<file path="src/rtl/sram_ctl_pkg.sv">
package sram_ctl_pkg;

  typedef enum logic [2:0] {
    ST_IDLE,
    ST_RD_ACC,
    ST_RD_CAP,
    ST_WR_SETUP,
    ST_WR_PULSE,
    ST_WR_REC,
    ST_TURN
  } ctl_state_t;

  function automatic int imax(input int a, input int b);
    return (a > b) ? a : b;
  endfunction

endpackage

</file>
<file path="src/rtl/sram_phase_timer.sv">
module sram_phase_timer #(
  parameter int CNT_W = 4
) (
  input  logic             clk,
  input  logic             rst,
  input  logic             load,
  input  logic [CNT_W-1:0] load_val,
  output logic             expired
);

  logic [CNT_W-1:0] cnt;

  always_ff @(posedge clk) begin
    if (rst) begin
      cnt <= '0;
    end else if (load) begin
      cnt <= load_val;
    end else if (cnt != '0) begin
      cnt <= cnt - 1'b1;
    end
  end

  assign expired = (cnt == '0);

endmodule

</file>
<file path="src/rtl/sram_ctl_fsm.sv">
module sram_ctl_fsm
  import sram_ctl_pkg::*;
#(
  parameter int T_ACC  = 14,
  parameter int T_WP   = 10,
  parameter int T_DS   = 7,
  parameter int T_TURN = 5
) (
  input  logic       clk,
  input  logic       rst,
  input  logic       req,
  input  logic       rw,
  output ctl_state_t nxt_state,
  output logic       accept,
  output logic       capture
);

  localparam int PW_CYC  = imax(imax(T_WP, T_DS - 1), T_ACC - 2);
  localparam int LONGEST = imax(imax(PW_CYC, T_ACC), T_TURN);
  localparam int CNT_W   = $clog2(LONGEST + 1);

  ctl_state_t       state;
  logic             ld;
  logic [CNT_W-1:0] ld_val;
  logic             expired;

  sram_phase_timer #(.CNT_W(CNT_W)) u_timer (
    .clk      (clk),
    .rst      (rst),
    .load     (ld),
    .load_val (ld_val),
    .expired  (expired)
  );

  always_comb begin
    nxt_state = state;
    ld        = 1'b0;
    ld_val    = '0;
    accept    = 1'b0;
    capture   = 1'b0;
    unique case (state)
      ST_IDLE: begin
        if (req) begin
          accept = 1'b1;
          ld     = 1'b1;
          if (rw) begin
            nxt_state = ST_WR_SETUP;
          end else begin
            nxt_state = ST_RD_ACC;
            ld_val    = CNT_W'(T_ACC - 1);
          end
        end
      end
      ST_RD_ACC: begin
        if (expired) begin
          capture   = 1'b1;
          nxt_state = ST_RD_CAP;
        end
      end
      ST_RD_CAP: begin
        nxt_state = ST_TURN;
        ld        = 1'b1;
        ld_val    = CNT_W'(T_TURN - 1);
      end
      ST_WR_SETUP: begin
        nxt_state = ST_WR_PULSE;
        ld        = 1'b1;
        ld_val    = CNT_W'(PW_CYC - 1);
      end
      ST_WR_PULSE: begin
        if (expired) nxt_state = ST_WR_REC;
      end
      ST_WR_REC: begin
        nxt_state = ST_TURN;
        ld        = 1'b1;
        ld_val    = CNT_W'(T_TURN - 1);
      end
      ST_TURN: begin
        if (expired) nxt_state = ST_IDLE;
      end
      default: nxt_state = ST_IDLE;
    endcase
  end

  always_ff @(posedge clk) begin
    if (rst) state <= ST_IDLE;
    else     state <= nxt_state;
  end

endmodule

</file>
<file path="src/rtl/sram_pin_regs.sv">
module sram_pin_regs
  import sram_ctl_pkg::*;
#(
  parameter int ADDR_W = 15,
  parameter int DATA_W = 8
) (
  input  logic              clk,
  input  logic              rst,
  input  ctl_state_t        nxt_state,
  input  logic              accept,
  input  logic              capture,
  input  logic [ADDR_W-1:0] addr_in,
  input  logic [DATA_W-1:0] wdata_in,
  input  logic [DATA_W-1:0] mem_din,
  output logic [ADDR_W-1:0] mem_addr,
  output logic [DATA_W-1:0] mem_dout,
  output logic [DATA_W-1:0] rdata,
  output logic              mem_ce_n,
  output logic              mem_oe_n,
  output logic              mem_we_n,
  output logic              mem_dout_en,
  output logic              done,
  output logic              ready
);

  logic sel_nxt, drive_nxt;

  always_comb begin
    sel_nxt   = (nxt_state == ST_RD_ACC)   || (nxt_state == ST_WR_SETUP) ||
                (nxt_state == ST_WR_PULSE) || (nxt_state == ST_WR_REC);
    drive_nxt = (nxt_state == ST_WR_SETUP) || (nxt_state == ST_WR_PULSE) ||
                (nxt_state == ST_WR_REC);
  end

  always_ff @(posedge clk) begin
    if (rst) begin
      mem_ce_n    <= 1'b1;
      mem_oe_n    <= 1'b1;
      mem_we_n    <= 1'b1;
      mem_dout_en <= 1'b0;
      done        <= 1'b0;
      ready       <= 1'b1;
    end else begin
      mem_ce_n    <= !sel_nxt;
      mem_oe_n    <= !(nxt_state == ST_RD_ACC);
      mem_we_n    <= !(nxt_state == ST_WR_PULSE);
      mem_dout_en <= drive_nxt;
      done        <= (nxt_state == ST_RD_CAP) || (nxt_state == ST_WR_REC);
      ready       <= (nxt_state == ST_IDLE);
    end
  end

  always_ff @(posedge clk) begin
    if (rst) begin
      mem_addr <= '0;
      mem_dout <= '0;
      rdata    <= '0;
    end else begin
      if (accept) begin
        mem_addr <= addr_in;
        mem_dout <= wdata_in;
      end
      if (capture) rdata <= mem_din;
    end
  end

endmodule

</file>
<file path="src/rtl/sram_async_ctl.sv">
module sram_async_ctl
  import sram_ctl_pkg::*;
#(
  parameter int ADDR_W = 15,
  parameter int DATA_W = 8,
  parameter int T_ACC  = 14,
  parameter int T_WP   = 10,
  parameter int T_DS   = 7,
  parameter int T_TURN = 5
) (
  input  logic              clk,
  input  logic              rst,
  input  logic              req,
  input  logic              rw,
  input  logic [ADDR_W-1:0] addr,
  input  logic [DATA_W-1:0] wdata,
  output logic [DATA_W-1:0] rdata,
  output logic              done,
  output logic              ready,
  output logic              mem_ce_n,
  output logic              mem_oe_n,
  output logic              mem_we_n,
  output logic [ADDR_W-1:0] mem_addr,
  output logic [DATA_W-1:0] mem_dout,
  input  logic [DATA_W-1:0] mem_din,
  output logic              mem_dout_en
);

  ctl_state_t nxt_state;
  logic       accept, capture;

  sram_ctl_fsm #(
    .T_ACC (T_ACC),
    .T_WP  (T_WP),
    .T_DS  (T_DS),
    .T_TURN(T_TURN)
  ) u_fsm (
    .clk      (clk),
    .rst      (rst),
    .req      (req),
    .rw       (rw),
    .nxt_state(nxt_state),
    .accept   (accept),
    .capture  (capture)
  );

  sram_pin_regs #(
    .ADDR_W(ADDR_W),
    .DATA_W(DATA_W)
  ) u_pins (
    .clk        (clk),
    .rst        (rst),
    .nxt_state  (nxt_state),
    .accept     (accept),
    .capture    (capture),
    .addr_in    (addr),
    .wdata_in   (wdata),
    .mem_din    (mem_din),
    .mem_addr   (mem_addr),
    .mem_dout   (mem_dout),
    .rdata      (rdata),
    .mem_ce_n   (mem_ce_n),
    .mem_oe_n   (mem_oe_n),
    .mem_we_n   (mem_we_n),
    .mem_dout_en(mem_dout_en),
    .done       (done),
    .ready      (ready)
  );

endmodule

</file>
<file path="config.mk">
export PLATFORM = sky130hd
export DESIGN_NAME = sram_async_ctl
export DESIGN_NICKNAME = d
export VERILOG_FILES = /design/src/rtl/sram_ctl_pkg.sv /design/src/rtl/sram_phase_timer.sv /design/src/rtl/sram_ctl_fsm.sv /design/src/rtl/sram_pin_regs.sv /design/src/rtl/sram_async_ctl.sv
export SDC_FILE = /design/constraint.sdc
export NUM_CORES = 1
export LEC_CHECK = 0
export BUFFER_PORTS_ARGS = -buffer_cell sky130_fd_sc_hd__clkbuf_2
export CAP_MARGIN = 25
export CORE_MARGIN = 1.5
export CORE_UTILIZATION = 38
export CTS_CLUSTER_DIAMETER = 120
export CTS_CLUSTER_SIZE = 28
export DETAILED_ROUTE_END_ITERATION = 8
export PLACE_DENSITY_LB_ADDON = 0.3
export SKIP_CTS_REPAIR_TIMING = 1
export SLEW_MARGIN = 0
export SYNTH_ARGS = -nofsm -noshare
export SYNTH_HDL_FRONTEND = slang
export SYNTH_SLANG_ARGS = --single-unit
</file>
<file path="constraint.sdc">
create_clock -name clk -period 1.9 [get_ports clk]
set_input_delay 0 -clock clk [delete_from_list [all_inputs] [get_ports clk]]
set_output_delay 0 -clock clk [all_outputs]
set_load 0.01 [all_outputs]
</file>
## Word level (Yosys, flattened, before mapping)

Index checks and enable logic that the tools add are counted.

- Reduce and logical (&&, ||, !) cells: 16
- Add/sub/neg operators: 1
- Divide/modulo/power cells: 0
- $lt $le $gt $ge: 0
- Multiply operators: 0
- Shifts and indexed selects: 0
- Eq/ne operators: 11
- Muxes and demuxes: 16
- Bitwise gates (word level): 0

Operators by type and width:

| cell | count |
|---|---|
| 3-bit one-hot mux with 6 select lines | 1 |
| 4-bit two-way mux | 4 |
| 3-bit equality test, second input constant | 5 |
| 3-bit by 2-bit equality test with 1-bit output, second input constant | 4 |
| 3-bit two-way mux | 4 |
| 4-bit one-hot mux with 3 select lines | 1 |
| 3-bit by 1-bit equality test with 1-bit output, second input constant | 2 |
| 3-bit zero test | 2 |
| 1-bit logical OR | 6 |
| 4-bit zero test | 1 |
| 1-bit two-way mux | 4 |
| 4-bit nonzero test | 1 |
| 4-bit by 1-bit subtractor with 4-bit output, second input constant | 1 |
| 1-bit zero test | 3 |
| 3-bit OR reduction | 1 |
| 2-bit two-way mux | 1 |
| 1-bit one-hot mux with 2 select lines | 1 |
| 2-bit nonzero test | 1 |
| 2-bit OR reduction | 1 |

- ROM bits: 0
- Register bits: 44
- Bits in writable memories: 0
- Output and inout bits: 37
- Bits in latches: 0
- Bits of input ports: 35
- Logic and storage cells: 55
- Memories: 0

## Logic depth before layout (Yosys ltp)

Gate-level depths: netlist of the first run.

- Depth in word-level cells: 8
- Gate-level depth with buffers: 7
- Mapped depth without buffers: 6

## Hierarchy

From an unflattened synthesis of the first run, not the netlist that was laid out.

- Cells, all modules: 175
- Area, all modules: 1806.7 µm²

Modules (own cells, without submodules):

| module | cells each | times used | area each (µm²) | sequential area each (µm²) |
|---|---|---|---|---|
| sram_pin_regs | 119 | 1 | 1331.3 | 740.7 |
| sram_ctl_fsm | 32 | 1 | 246.5 | 60.1 |
| sram_phase_timer | 24 | 1 | 229.0 | 80.1 |

## Worst setup path before layout of the first run

Ideal clock, no wire load.

- Kind: reg-to-reg
- Start: register u_fsm.u_timer.cnt[0]
- End: register u_pins.rdata[0]
- Clock period less this slack: 1580 ps
- Arrival: 1453 ps
- Required time: 1772 ps
- Cell stages (with the launch flop): 7
- Path slack: 320 ps
- Path buffers: 0
- Library setup time: 128 ps
- Cells stage by stage: dfxtp_1 inv_1 ha_1 nor3b_2 nand3_2 mux2i_1 nor2_1

- Longest elaborated chain between the ends: 3

RTL lines:

| item | RTL line | source |
|---|---|---|
| start, declared | sram_phase_timer.sv:11 | `logic [CNT_W-1:0] cnt;` |
| start signal, assigned | sram_phase_timer.sv:17 | `cnt <= load_val;` |
| start signal, assigned | sram_phase_timer.sv:19 | `cnt <= cnt - 1'b1;` |
| 4-bit zero test | sram_phase_timer.sv:23 | `assign expired = (cnt == '0);` |
| 1-bit two-way mux | sram_ctl_fsm.sv:55 | `if (expired) begin` |
| 1-bit two-way mux | sram_ctl_fsm.sv:41 | `unique case (state)` |
| end signal, assigned | sram_pin_regs.sv:63 | `if (capture) rdata <= mem_din;` |
| end, declared | sram_pin_regs.sv:17 | `output logic [DATA_W-1:0] rdata,` |

Every way passes these cells.
A chain may end at the register's enable or synchronous reset.

## Final worst setup path of the first run

- Start: register u_fsm.state[0]
- End: register u_pins.mem_addr[6]

- Longest elaborated chain between the ends: 2

RTL lines:

| item | RTL line | source |
|---|---|---|
| start, declared | sram_ctl_fsm.sv:22 | `ctl_state_t state;` |
| start signal, assigned | sram_ctl_fsm.sv:87 | `else state <= nxt_state;` |
| 3-bit zero test | sram_ctl_fsm.sv:41 |  |
| 1-bit two-way mux | sram_ctl_fsm.sv:41 |  |
| end signal, assigned | sram_pin_regs.sv:60 | `mem_addr <= addr_in;` |
| end, declared | sram_pin_regs.sv:15 | `output logic [ADDR_W-1:0] mem_addr,` |

Every way passes these cells.

==> results of run 1 <==
[report_power, final]
part	switching (uW)	internal [uW]
combinational	759	599
clock	312	297
sequential	157	1130
total	1230	2030
[worst max path at each step]
stage                    startpoint                   to  slack (ns)
3_5_place_dp   u_fsm.u_timer.cnt[0]      u_pins.rdata[6]        0.07
4_1_cts        u_fsm.u_timer.cnt[0]      u_pins.rdata[5]        0.06
5_1_grt              u_fsm.state[0]  u_pins.mem_addr[12]       -0.02
2_1_floorplan  u_fsm.u_timer.cnt[0]      u_pins.rdata[0]        0.32
3_3_place_gp   u_fsm.u_timer.cnt[0]      u_pins.rdata[2]        0.14
6_report             u_fsm.state[0]   u_pins.mem_addr[6]        0.14
[through the flow]
step                setup slack, ns  area [um^2]  setup TNS [ns]  std cells  total power, uW
finish                        0.144         2570               0        361             3260
global route                -0.0214         2570         -0.0302        361             3500
CTS                          0.0637         2250               0        330             3210
detailed placement           0.0667         2160               0        322             2590
global placement              0.137         2160               0        322             2560
floorplan                     0.320         1770               0        210             2220
[state kept, by name, indices dropped and copies added, names as in the netlist]
register,count
u_pins.rdata,8
u_pins.mem_dout_en,1
u_fsm.u_timer.cnt,4
u_pins.mem_addr,15
u_pins.mem_we_n,1
u_pins.mem_oe_n,1
u_fsm.state,3
u_pins.mem_ce_n,1
u_pins.done,1
u_pins.mem_dout,8
u_pins.ready,1
[critical path, cell delays in order, from the launching register on]
cell and delay (ns):
dfxtp_1 0.43, nor2b_1 0.23, and2_1 0.68, nand2_1 0.16, a21oi_1 0.18
[cell families after synthesis]
| group | count (synthesis) |
|---|---|
| AOI/OAI and AO/OA | 45 |
| xor gates and xnor gates | 3 |
| and+or+nand+nor | 89 |
| buffers and inverters | 20 |
| DFF | 44 |
| adders and majority gates | 1 |
| muxes | 8 |
[synthesized netlist by cell type, types with 2 or more instances]
cell type | count | area, um^2
nor2b_1 | 2 | 12.5
nor3b_1 | 2 | 15.0
nor3_1 | 4 | 20.0
and2_1 | 2 | 12.5
o21bai_1 | 2 | 15.0
a211o_1 | 2 | 17.5
buf_2 | 5 | 25.0
a21oi_1 | 28 | 140
nor4_1 | 2 | 12.5
clkbuf_1 | 10 | 37.5
a31oi_1 | 4 | 25.0
inv_1 | 3 | 11.3
nor2_1 | 14 | 52.6
mux2i_1 | 8 | 80.1
xor2_1 | 2 | 17.5
nand2_1 | 55 | 206
dfxtp_1 | 44 | 881
[final cells by class]
cell class | instances | area, um^2
Inverter | 3 | 11.3
Clock inverter | 2 | 13.8
Timing Repair Buffer | 108 | 711
Multi-Input combinational cell | 146 | 805
Tap cell | 52 | 65.1
Sequential cell | 44 | 881
Clock buffer | 6 | 82.6
Fill cell | 392 | 1850
[per-layer routing]
metal / global-route usage (%) / vias to the layer above / share of wire, % / wire [um]
met5: 0 / - / 0 / 0
met3: 4.64 / 10 / 4.7 / 209
li1: - / 900 / - / -
met4: 6.50 / 0 / 2.2 / 99
met1: 19.0 / 785 / 42 / 1880
met2: 23.8 / 54 / 51 / 2240
==> summary by stage, run 1 <==
Run status
The flow ran to the end, and the final reports show no timing, DRC or antenna violations.

Routing
Once detail routing completed, the nets flagged for antenna violations numbered 0. The number of vias per cell is between 4 and 5. In the routed design, unresolved DRC markers number 0. After the first detailed-routing iteration, the DRC count stood at 86. Wires add up to roughly 4.4 mm. The first detailed-routing pass took 5 iterations.

The post-detailed-route wirelength per cell is ~12 um. The vias after detailed routing is 1,749.

Setup path
The worst setup path is of the reg2reg kind. In this run the worst path has a maximum fanout of 23. The worst reg2reg path startpoint is u_fsm.state[0].

The reg-to-reg setup timing slack is 0.14 ns. The worst setup path is launched from a flop. The number of cells traversed by the worst register-to-register path is 4. At the worst endpoint, the arrival time is 1.98 ns. The worst setup path is captured at a flop. The destination of the worst register-to-register timing path is u_pins.mem_addr[6]. For the worst setup path, the data required time is 2.12 ns.

Hold path
The endpoint with the worst hold slack is u_pins.mem_oe_n. The startpoint of the most critical hold path is rw. Counting instances, the worst hold path has a depth of 4. The path class of the lowest-slack min-delay path is in2reg.

Clock network
The maximum buffer depth of the clock tree is 2. CTS saw 44 sinks. The number of levels the H-tree was split into is 2. CTS placed an instance of clkbuf_8 at the clock tree root.

After clock tree synthesis, the clock-pin slew on the worst setup and hold paths is 0.08 ns. TritonCTS built the clock tree. The number of buffers inserted during clock tree synthesis is 5. The clock latency on the worst-skew pair is about 0.29 ns.

Final layout
The signed area change from the synthesized netlist to the final layout is 45.3%. The top cell types in the final layout, fill and taps aside, are 71 x clkbuf_2, 55 x nand2_1, 44 x dfxtp_1. At the end of the flow, the number of nets in the layout was 344.

The diode insertion count for antenna repair is 0. The most common library cell in the layout ignoring fill and taps is clkbuf_2. The post-route netlist has between 20% and 30% of its cells at a drive strength greater than 1.

Cells fill a little under 60% of the core in the end.

STA
The share of the cycle needed by the critical path after routing is just over 90%. Setup violations remaining at the end of the flow were counted as 0. The actual slew at the worst max-slew pin is about 0.8 ns.

The maximum frequency from static timing analysis is 0.569 GHz. The worst hold slack is 0.125 ns. The worst clock skew is between 0.005 and 0.006 ns. Measured against its own limit, the worst slew margin works out to between 40 and 50%. The count of final max-slew check failures is 0. The minimum clock period after layout is around 1.8 ns. The number of hold-slack violations in the final timing report is 0.

Floorplan
The initialized floorplan defines 24 standard-cell rows. The floorplan step defined a die boundary enclosing roughly 5000 um^2. The effective utilization at floorplan is 40.1%.

The floorplan step set the die height to between 70 and 80 um. The total area inside the core boundary comes to between 4000 and 5000 um^2. In this run the count of I/O pins placed on the die edge is 72.

The die is slightly above 70 um wide.

Power
The total power density per cell area is approximately 1300 nW/um^2. The cell leakage power is about 0.0012 uW. The worst-case IR drop observed on VDD is 815 uV.

GRT
The number of global-route vias before repair was roughly 1.4k. The initial antenna violation count is 0. The first global-routing pass estimated just over 6 mm of wire. The maximum number of pins on one net before global-route repair is 25. Summed over all layers, the global routing overflow is 0.

Across every metal layer, demand over resource in global routing totals about 15%.

Synth
After synthesis, the share of cell area in mux cells is between 4 and 5%. After synthesis, the mean cell area works out to approximately 8.4 um^2. The synthesized design contains 44 register bits.

The fraction of synthesized cell area in xor and xnor cells is under 10%. The synthesized netlist devotes 0.708% of its cell area to adder and majority cells. The simple-gate area share of the yosys netlist is 22.7%.

By area, the combinational part of the netlist is dominated by simple AND/OR/NAND/NOR gates. The netlist uses 38 different library cells. The total of warnings raised by yosys is 0. The synthesized design contains 0 enable-type register cells. The main flop type after synthesis is dfxtp_1. Counting flops with an async set or reset pin after synthesis yields a share of 0%. The mapped netlist covers 1770 um^2. The sequential share of the synthesized area is between 40% and 50%. In the synthesized netlist, the number of instances is 210.

The number of nets handed over by synthesis was about 250. The synthesized netlist devotes between 10% and 20% of its cell area to compound gates.

Placement
The number of buffers added on ports is between 70 and 80. The post-DP HPWL is around 2.7 mm. The weighted congestion reported at the end of routability-driven placement is 0.873.

Run
Across the run, the number of max-cap violations was 0.
(Power assumes the default switching activity.)
==> inputs of run 2 (changes only) <==
CTS_BUF_LIST = sky130_fd_sc_hd__clkbuf_16   (was unset)
==> run 2 against run 1 <==
Effect of this change:
- the run now ends with negative hold slack left
- design area increased by 1.4%
- register-to-register slack got worse by 0.02 ns
- critical path depth unchanged
- clock-buffer cell count decreased by 1
- cell count decreased by 0.28%
- non-clock buffer count decreased by 1
- wire length decreased by 1.7%
- hold slack got worse by 0.16 ns
- clock power increased by 34%
- clock skew decreased by 0.00074 ns
- sequential share of layout area decreased by 0.48 points
- critical endpoint unchanged
- largest power group unchanged
==> summary by stage, run 2 (synthesis results as in run 1) <==
Clock network
The number of levels the H-tree was split into came to 2 (unchanged). The number of clock sinks seen by CTS was 44 (unchanged). The post-CTS clock slew at the launch and capture registers of the worst setup and hold paths is 0.06 ns (-0.02 ns). The number of buffers inserted during clock tree synthesis is 5 (unchanged). The maximum buffer depth of the clock tree is 2 (unchanged). The clock latency on the worst-skew pair is 0.28 ns (about the same).

The root buffer cell chosen for the clock tree is clkbuf_16. TritonCTS built the clock tree.

Final layout
The area of all placed cells without fillers is 2610 um^2 (+1.4%). The diode insertion count for antenna repair was 0 (unchanged). The number of flip-flops in the largest register is 15 (unchanged).

The most common library cell in the layout ignoring fill and taps is clkbuf_2. Compared with the post-synthesis result, the final layout area differs by 47.3%. In the final layout, the registers with the most flip-flops are u_pins.mem_addr: 15 flops, u_pins.mem_dout: 8 flops, u_pins.rdata: 8 flops. The number of fillers in the final layout is 390 (-0.51%).

The layout cell share with drive strength beyond 1 is 29.5% (-0.23 points). In the layout the commonest cells are 71 x clkbuf_2, 55 x nand2_1, 44 x dfxtp_1. The number of nets in the layout is 343 (-0.29%). The register bank with the most flops is u_pins.mem_addr.

STA
The share of the cycle needed by the critical path after routing is 93.7% (+1.3 points). The minimum clock period after layout was 1.78 ns (+0.0246 ns). The maximum frequency from static timing analysis is 0.562 GHz (-1.4%). The worst clock skew is 0.00455 ns (-0.000740 ns). The actual slew at the worst max-slew pin is 0.809 ns (+0.0108 ns). The count of final max-slew check failures is 0 (unchanged). The remaining max-slew budget at the tightest pin was 46.1% (-0.72 points). The worst hold slack is -0.0311 ns (-0.156 ns).

The count of endpoints failing setup in the final report was 0 (unchanged). The number of hold-slack violations in the final timing report is 1 (+1).

Setup path
The critical path launch point is u_fsm.state[0]. The worst register-to-register path begins at u_fsm.state[0]. The largest stage delay on the critical path is 0.69 ns (about the same). The reg-to-reg setup timing slack is 0.12 ns (-0.02 ns). The critical-path cell with the highest stage delay is and2_1. The maximum net fanout on the critical path is 23 (unchanged). The kind of end point of the critical path is a flop.

The worst setup path is launched from a flop. The arrival time at the worst endpoint was 1.98 ns (about the same). The number of cells traversed by the worst register-to-register path was 4 (unchanged). Traced cell by cell, the critical path runs through nor2b_1 -> and2_1 -> nand2_1 -> a21oi_1. The endpoint identified for the worst register-to-register timing path is u_pins.mem_addr[6].

The required time of the critical path is 2.10 ns (-0.02 ns). The critical path class is reg2reg.

Run status
The flow ran to the end, but the final reports show violations. The checks that failed: negative hold slack.

GRT
The total grt overflow is 0 (unchanged). The wire length of the first global-routing pass is 6.11 mm (+0.23%). The maximum number of pins on one net before global-route repair is 25 (unchanged).

The overall track demand over capacity in global routing is 15.0% (-0.089 points). The number of global-route vias before repair is 1,410 (+0.57%). The initial antenna violation count was 0 (unchanged).

Floorplan
The width of the chip is 71.2 um (unchanged). The cell row count is 24 (unchanged). The effective utilization at floorplan came to 40.1% (unchanged). The area enclosed by the die boundary is 5070 um^2 (unchanged). The area inside the core boundary is 4410 um^2 (unchanged). The top-level I/O count is 72 (unchanged).

The floorplan die height is 71.2 um (unchanged).

Routing
The remaining routing DRC violations is 0 (unchanged). The final antenna-violating net count is 0 (unchanged). The post-detailed-route wirelength per cell is 12.1 um (-1.5%).

The number of detailed-route iterations in the first pass is 6 (+1). The number of vias per cell is 4.88 (+0.79%). The detailed-route wire length was 4.36 mm (-1.7%). The detailed router's first-iteration violation count is 64 (-26%). The vias after detailed routing was 1,758 (+0.51%).

Power
The overall power after layout is 3460 uW (+6.3%). The clock network fraction of design power is 23.6% (+4.9 points). The internal power component is 2220 uW (+9.2%).

The combinational fraction of design power came to 39.2% (-2.5 points). The total power density per cell area is 1330 nW/um^2 (+4.8%). The switching fraction of total power came to 36.0% (-1.7 points). The power spent charging and discharging nets is 1250 uW (+1.5%).

The part of the power in registers is 37.3% (-2.3 points). The cell leakage power came to 0.00123 uW (+1.3%). The worst voltage drop across the vdd grid is 697 uV (-14%).

Run
The max-cap violation count is 0 (unchanged).

Hold path
The cell depth of the worst min-delay path came to 3 (-1). The endpoint with the worst hold slack is u_pins.rdata[1]. The startpoint of the most critical hold path is mem_din[1]. The path class of the lowest-slack min-delay path is in2reg.

Placement
The post-placement cell area is 2160 um^2 (unchanged). The weighted congestion reported at the end of routability-driven placement is 0.873 (unchanged). The number of buffers added on ports is 71 (unchanged). The post-DP HPWL is 2.70 mm (unchanged).
## run 2: cell count changes in the layout (fill, tap and decap cells not counted)
cell           previous run  this run
clkbuf_8                  6         0
clkbuf_16                 0         5
dlygate4sd3_1            31        30
clkinv_1                  0         1
## run 2: per-stage QoR
stage / util [%] / hold WS, ns / std cells / setup slack [ns] / TNS, ns
after floorplan: - / 0.136 / 210 / 0.320 / 0
after global placement: 48.8 / 0.223 / 322 / 0.137 / 0
after detailed placement: 48.8 / 0.228 / 322 / 0.0667 / 0
after CTS: 52.1 / -0.0683 / 330 / 0.0670 / 0
after global routing: 59.0 / 0.00443 / 360 / -0.0398 / -0.0486
final: 59.0 / -0.0311 / 360 / 0.119 / 0
## run 2: worst max-delay path by stage
| stage | end | slack (ns) | depth (start not counted) |
|---|---|---|---|
| 3_3_place_gp | u_pins.rdata[2] | 0.14 | 6 |
| 3_5_place_dp | u_pins.rdata[6] | 0.07 | 6 |
| 4_1_cts | u_pins.rdata[5] | 0.07 | 6 |
| 2_1_floorplan | u_pins.rdata[0] | 0.32 | 6 |
| 6_report | u_pins.mem_addr[6] | 0.12 | 4 |
| 5_1_grt | u_pins.mem_addr[6] | -0.04 | 4 |
## run 2: layout make-up
type | instances | area, um^2 | share of cell area (%)
clock inverters | 3 | 17.5 | 0.672
flip-flops and latches | 44 | 881 | 33.8
inverters | 3 | 11.3 | 0.432
multi-input cells | 146 | 805 | 30.9
well taps | 52 | 65.1 | 2.50
clock buffers | 5 | 125 | 4.80
repair buffers | 107 | 701 | 26.9
## run 2: power by group through the flow
stage / registers, uW / logic (uW) / clock network [uW]
after global placement: 1300 / 1260 / 0
after detailed placement: 1310 / 1280 / 0
after global routing: 1320 / 1510 / 873
after floorplan: 1330 / 888 / 0
final: 1290 / 1360 / 816
after CTS: 1290 / 1290 / 849
## run 2: critical path, delay by kind of cell, from the launching register on
| family | cells | cell delay (ns) |
|---|---|---|
| and+or+nand+nor | 3 | 1.09 |
| DFF | 1 | 0.42 |
| AOI/OAI and AO/OA | 1 | 0.19 |
## run 2: routing by layer
layer  track usage, %  share of wire (%)  vias up
li1                 -                  -      899
met2             23.7                 52       49
met4             7.13                1.6        0
met1             19.4                 42      801
met5                0                  0        -
met3             3.38                3.8        9
==> inputs of run 3 (changes only) <==
CELL_PAD_IN_SITES_DETAIL_PLACEMENT = 0   (was unset)
CELL_PAD_IN_SITES_GLOBAL_PLACEMENT = 2   (was unset)
CORE_UTILIZATION = 26   (was 38)
==> run 3 against run 2 <==
Effect of this change:
- the flow finishes with violations (design-rule violations, negative hold slack)
- via count down 0.91%
- sequential cell count unchanged
- combinational power about the same
- clock power rose by 18%
- core utilization shrank 18 points
- power increased by 3.9%
- die area increased by 44%
- non-clock buffer count decreased by 1
- design area is 1.5% higher
- clock-buffer cell count unchanged
- highest routed layer unchanged
==> summary by stage, run 3 (synthesis results as in run 1) <==
Routing
The number of vias per cell came to 4.54 (-7.1%). The post-detailed-route wirelength per cell came to 11.6 um (-4.0%). The remaining routing DRC violations is 2 (+2).

The number of detailed-route iterations in the first pass is 6 (unchanged). The vias after detailed routing is 1,742 (-0.91%). The final antenna-violating net count is 0 (unchanged).

The detailed router's first-iteration violation count was 55 (-14%). The detailed-route wire length was 4.46 mm (+2.4%).

STA
The maximum frequency from static timing analysis is 0.602 GHz (+7.2%). The remaining max-slew budget at the tightest pin is 66.6% (+21 points). The share of the cycle needed by the critical path after routing was 87.4% (-6.3 points). The number of hold-slack violations in the final timing report is 2 (+1).

The count of final max-slew check failures is 0 (unchanged). The worst clock skew is 0.00284 ns (-0.00170 ns). The aggregate negative setup slack is 0 ns (unchanged).

The count of endpoints failing setup in the final report was 0 (unchanged). The smallest setup slack after layout was 0.239 ns (+0.119 ns). Setup repair after global routing left no endpoint under its margin. The actual slew at the worst max-slew pin is 0.500 ns (-0.309 ns). The minimum clock period after layout is 1.66 ns (-0.119 ns). The worst hold slack came to -0.0456 ns (-0.0145 ns).

Power
The internal power component came to 2340 uW (+5.6%). The combinational fraction of design power is 37.3% (-1.9 points). The worst voltage drop across the vdd grid is 792 uV (+14%).

The part of the power in registers is 36.0% (-1.3 points). The power spent charging and discharging nets is 1260 uW (+0.88%). The clock network fraction of design power is 26.6% (+3.0 points). The cell leakage power came to 0.00123 uW (+0.36%). The switching fraction of total power is 34.9% (-1.0 points). The total power density per cell area is 1360 nW/um^2 (+2.3%).

GRT
The initial antenna violation count is 0 (unchanged). The wire length of the first global-routing pass came to 6.97 mm (+14%). The overall track demand over capacity in global routing came to 12.0% (-3.0 points).

The maximum number of pins on one net before global-route repair is 27 (+8.0%). The total grt overflow is 0 (unchanged). The number of global-route vias before repair is 1,460 (+3.5%).

Final layout
The number of fillers in the final layout is 664 (+70%). The number of nets in the layout is 342 (-0.29%). The post-layout instance count excluding filler cells was 384 (+6.7%). The diode insertion count for antenna repair was 0 (unchanged). The most common library cell in the layout ignoring fill and taps is clkbuf_2. The top cell types in the final layout, fill and taps aside, are 71 x clkbuf_2, 55 x nand2_1, 44 x dfxtp_1. The layout cell share with drive strength beyond 1 was 29.6% (+0.096 points). The register cell area after layout was 881 um^2 (unchanged). In the final layout, the registers with the most flip-flops are u_pins.mem_addr: 15 flops, u_pins.mem_dout: 8 flops, u_pins.rdata: 8 flops.

The signed area change from the synthesized netlist to the final layout is 49.6%. The number of flip-flops in the largest register is 15 (unchanged). The area of all placed cells without fillers is 2650 um^2 (+1.5%). The area taken by multi-input logic gates is 798 um^2 (-0.78%).

The register bank with the most flops is u_pins.mem_addr.

Clock network
The maximum buffer depth of the clock tree is 2 (unchanged). The tree is rooted in a clkbuf_16. TritonCTS built the clock tree. The number of levels the H-tree was split into came to 2 (unchanged).

The number of clock sinks seen by CTS is 44 (unchanged). The number of buffers inserted during clock tree synthesis came to 5 (unchanged). The post-CTS clock slew at the launch and capture registers of the worst setup and hold paths is 0.06 ns (about the same). The clock latency on the worst-skew pair is 0.28 ns (about the same).

Placement
The post-placement cell count is 347 (+7.8%). The post-placement cell area is 2190 um^2 (+1.5%). The number of buffers added on ports is 71 (unchanged). The post-DP HPWL was 2.95 mm (+9.3%). The setup slack after placement is 0.236 ns (+0.169 ns).

The weighted congestion reported at the end of routability-driven placement was 0.728 (-17%).

Run status
The final reports fail on design-rule violations, negative hold slack. The flow ran to the end, but the final reports show violations.

Setup path
The maximum net fanout on the critical path is 8 (-65%). The category of the worst setup path launch point is a flop. The kind of end point of the critical path is a flop. The largest stage delay on the critical path was 0.50 ns (-0.19 ns).

By startpoint and endpoint, the worst setup path is classified as reg2reg. The kind of cell adding the most delay to the critical path is simple AND/OR/NAND/NOR gates. The arrival time at the worst endpoint is 1.84 ns (-0.14 ns).

The slowest stage of the critical path belongs to the cell or3b_1. The signal on the critical path passes through inv_1 -> ha_1 -> or3b_1 -> nand2_1 -> a31oi_1 -> a311oi_1. The worst path buffer plus inverter count is 1 (+1). The required time of the critical path is 2.08 ns (-0.02 ns).

Floorplan
The effective utilization at floorplan is 27.4% (-13 points). The width of the chip is 85.5 um (+20%). The area enclosed by the die boundary is 7300 um^2 (+44%). The top-level I/O count is 72 (unchanged). The area inside the core boundary is 6460 um^2 (+46%).

The floorplan die height is 85.5 um (+20%). The cell row count is 29 (+21%).

Hold path
The worst hold path belongs to the class in2reg.

Run
The max-cap violation count is 0 (unchanged).
## run 3: cell types whose count changed in the layout (fill, tap and decap cells not counted), sizes merged
cell and delta:
bufinv +1, dlygate4sd3 -1, inv -1
## run 3: worst paths after layout
path	from	to	slack (ns)	cells after the start
max	u_fsm.u_timer.cnt[0]	u_fsm.u_timer.cnt[1]	0.24	6
min	mem_din[3]	u_pins.rdata[3]	-0.05	3
max reg2reg	u_fsm.u_timer.cnt[0]	u_fsm.u_timer.cnt[1]	0.24	6
min reg2reg	u_pins.mem_addr[8]	u_pins.mem_addr[8]	0.45	2
## run 3: through the flow
| step | hold slack [ns] | utilization [%] | power, uW |
|---|---|---|---|
| final | -0.0456 | 41.0 | 3600 |
| after global routing | 0.00342 | 41.0 | 3870 |
| after CTS | -0.0673 | 36.5 | 3610 |
| after detailed placement | 0.230 | 33.9 | 2630 |
| after global placement | 0.225 | 33.9 | 2620 |
| after floorplan | 0.136 | - | 2220 |
## run 3: tightest hold or removal path, delay by kind of cell
family,cells,cell delay (ns)
simple gates,1,0.07
mux,1,0.05
buf+inv,1,0.07
## run 3: power by group through the flow
stage / clock network (uW) / registers [uW] / logic (uW)
after floorplan: 0 / 1330 / 888
after global placement: 0 / 1320 / 1310
after detailed placement: 0 / 1310 / 1310
after CTS: 997 / 1300 / 1310
after global routing: 1040 / 1330 / 1510
final: 959 / 1300 / 1340
## run 3: layer usage
metal	GRT usage (%)	vias up	wire length, um
met5	0	-	0
met4	4.40	0	36
met3	3.50	2	285
met2	18.4	55	2020
met1	15.9	792	2110
li1	-	893	-
## run 3: area by class of cell
cell class,count,share of cell area [%]
well taps,77,3.64
clock buffers,5,4.73
clock inverters,3,1.61
multi-input cells,146,30.2
flip-flops and latches,44,33.3
repair buffers,106,26.1
inverters,3,0.426
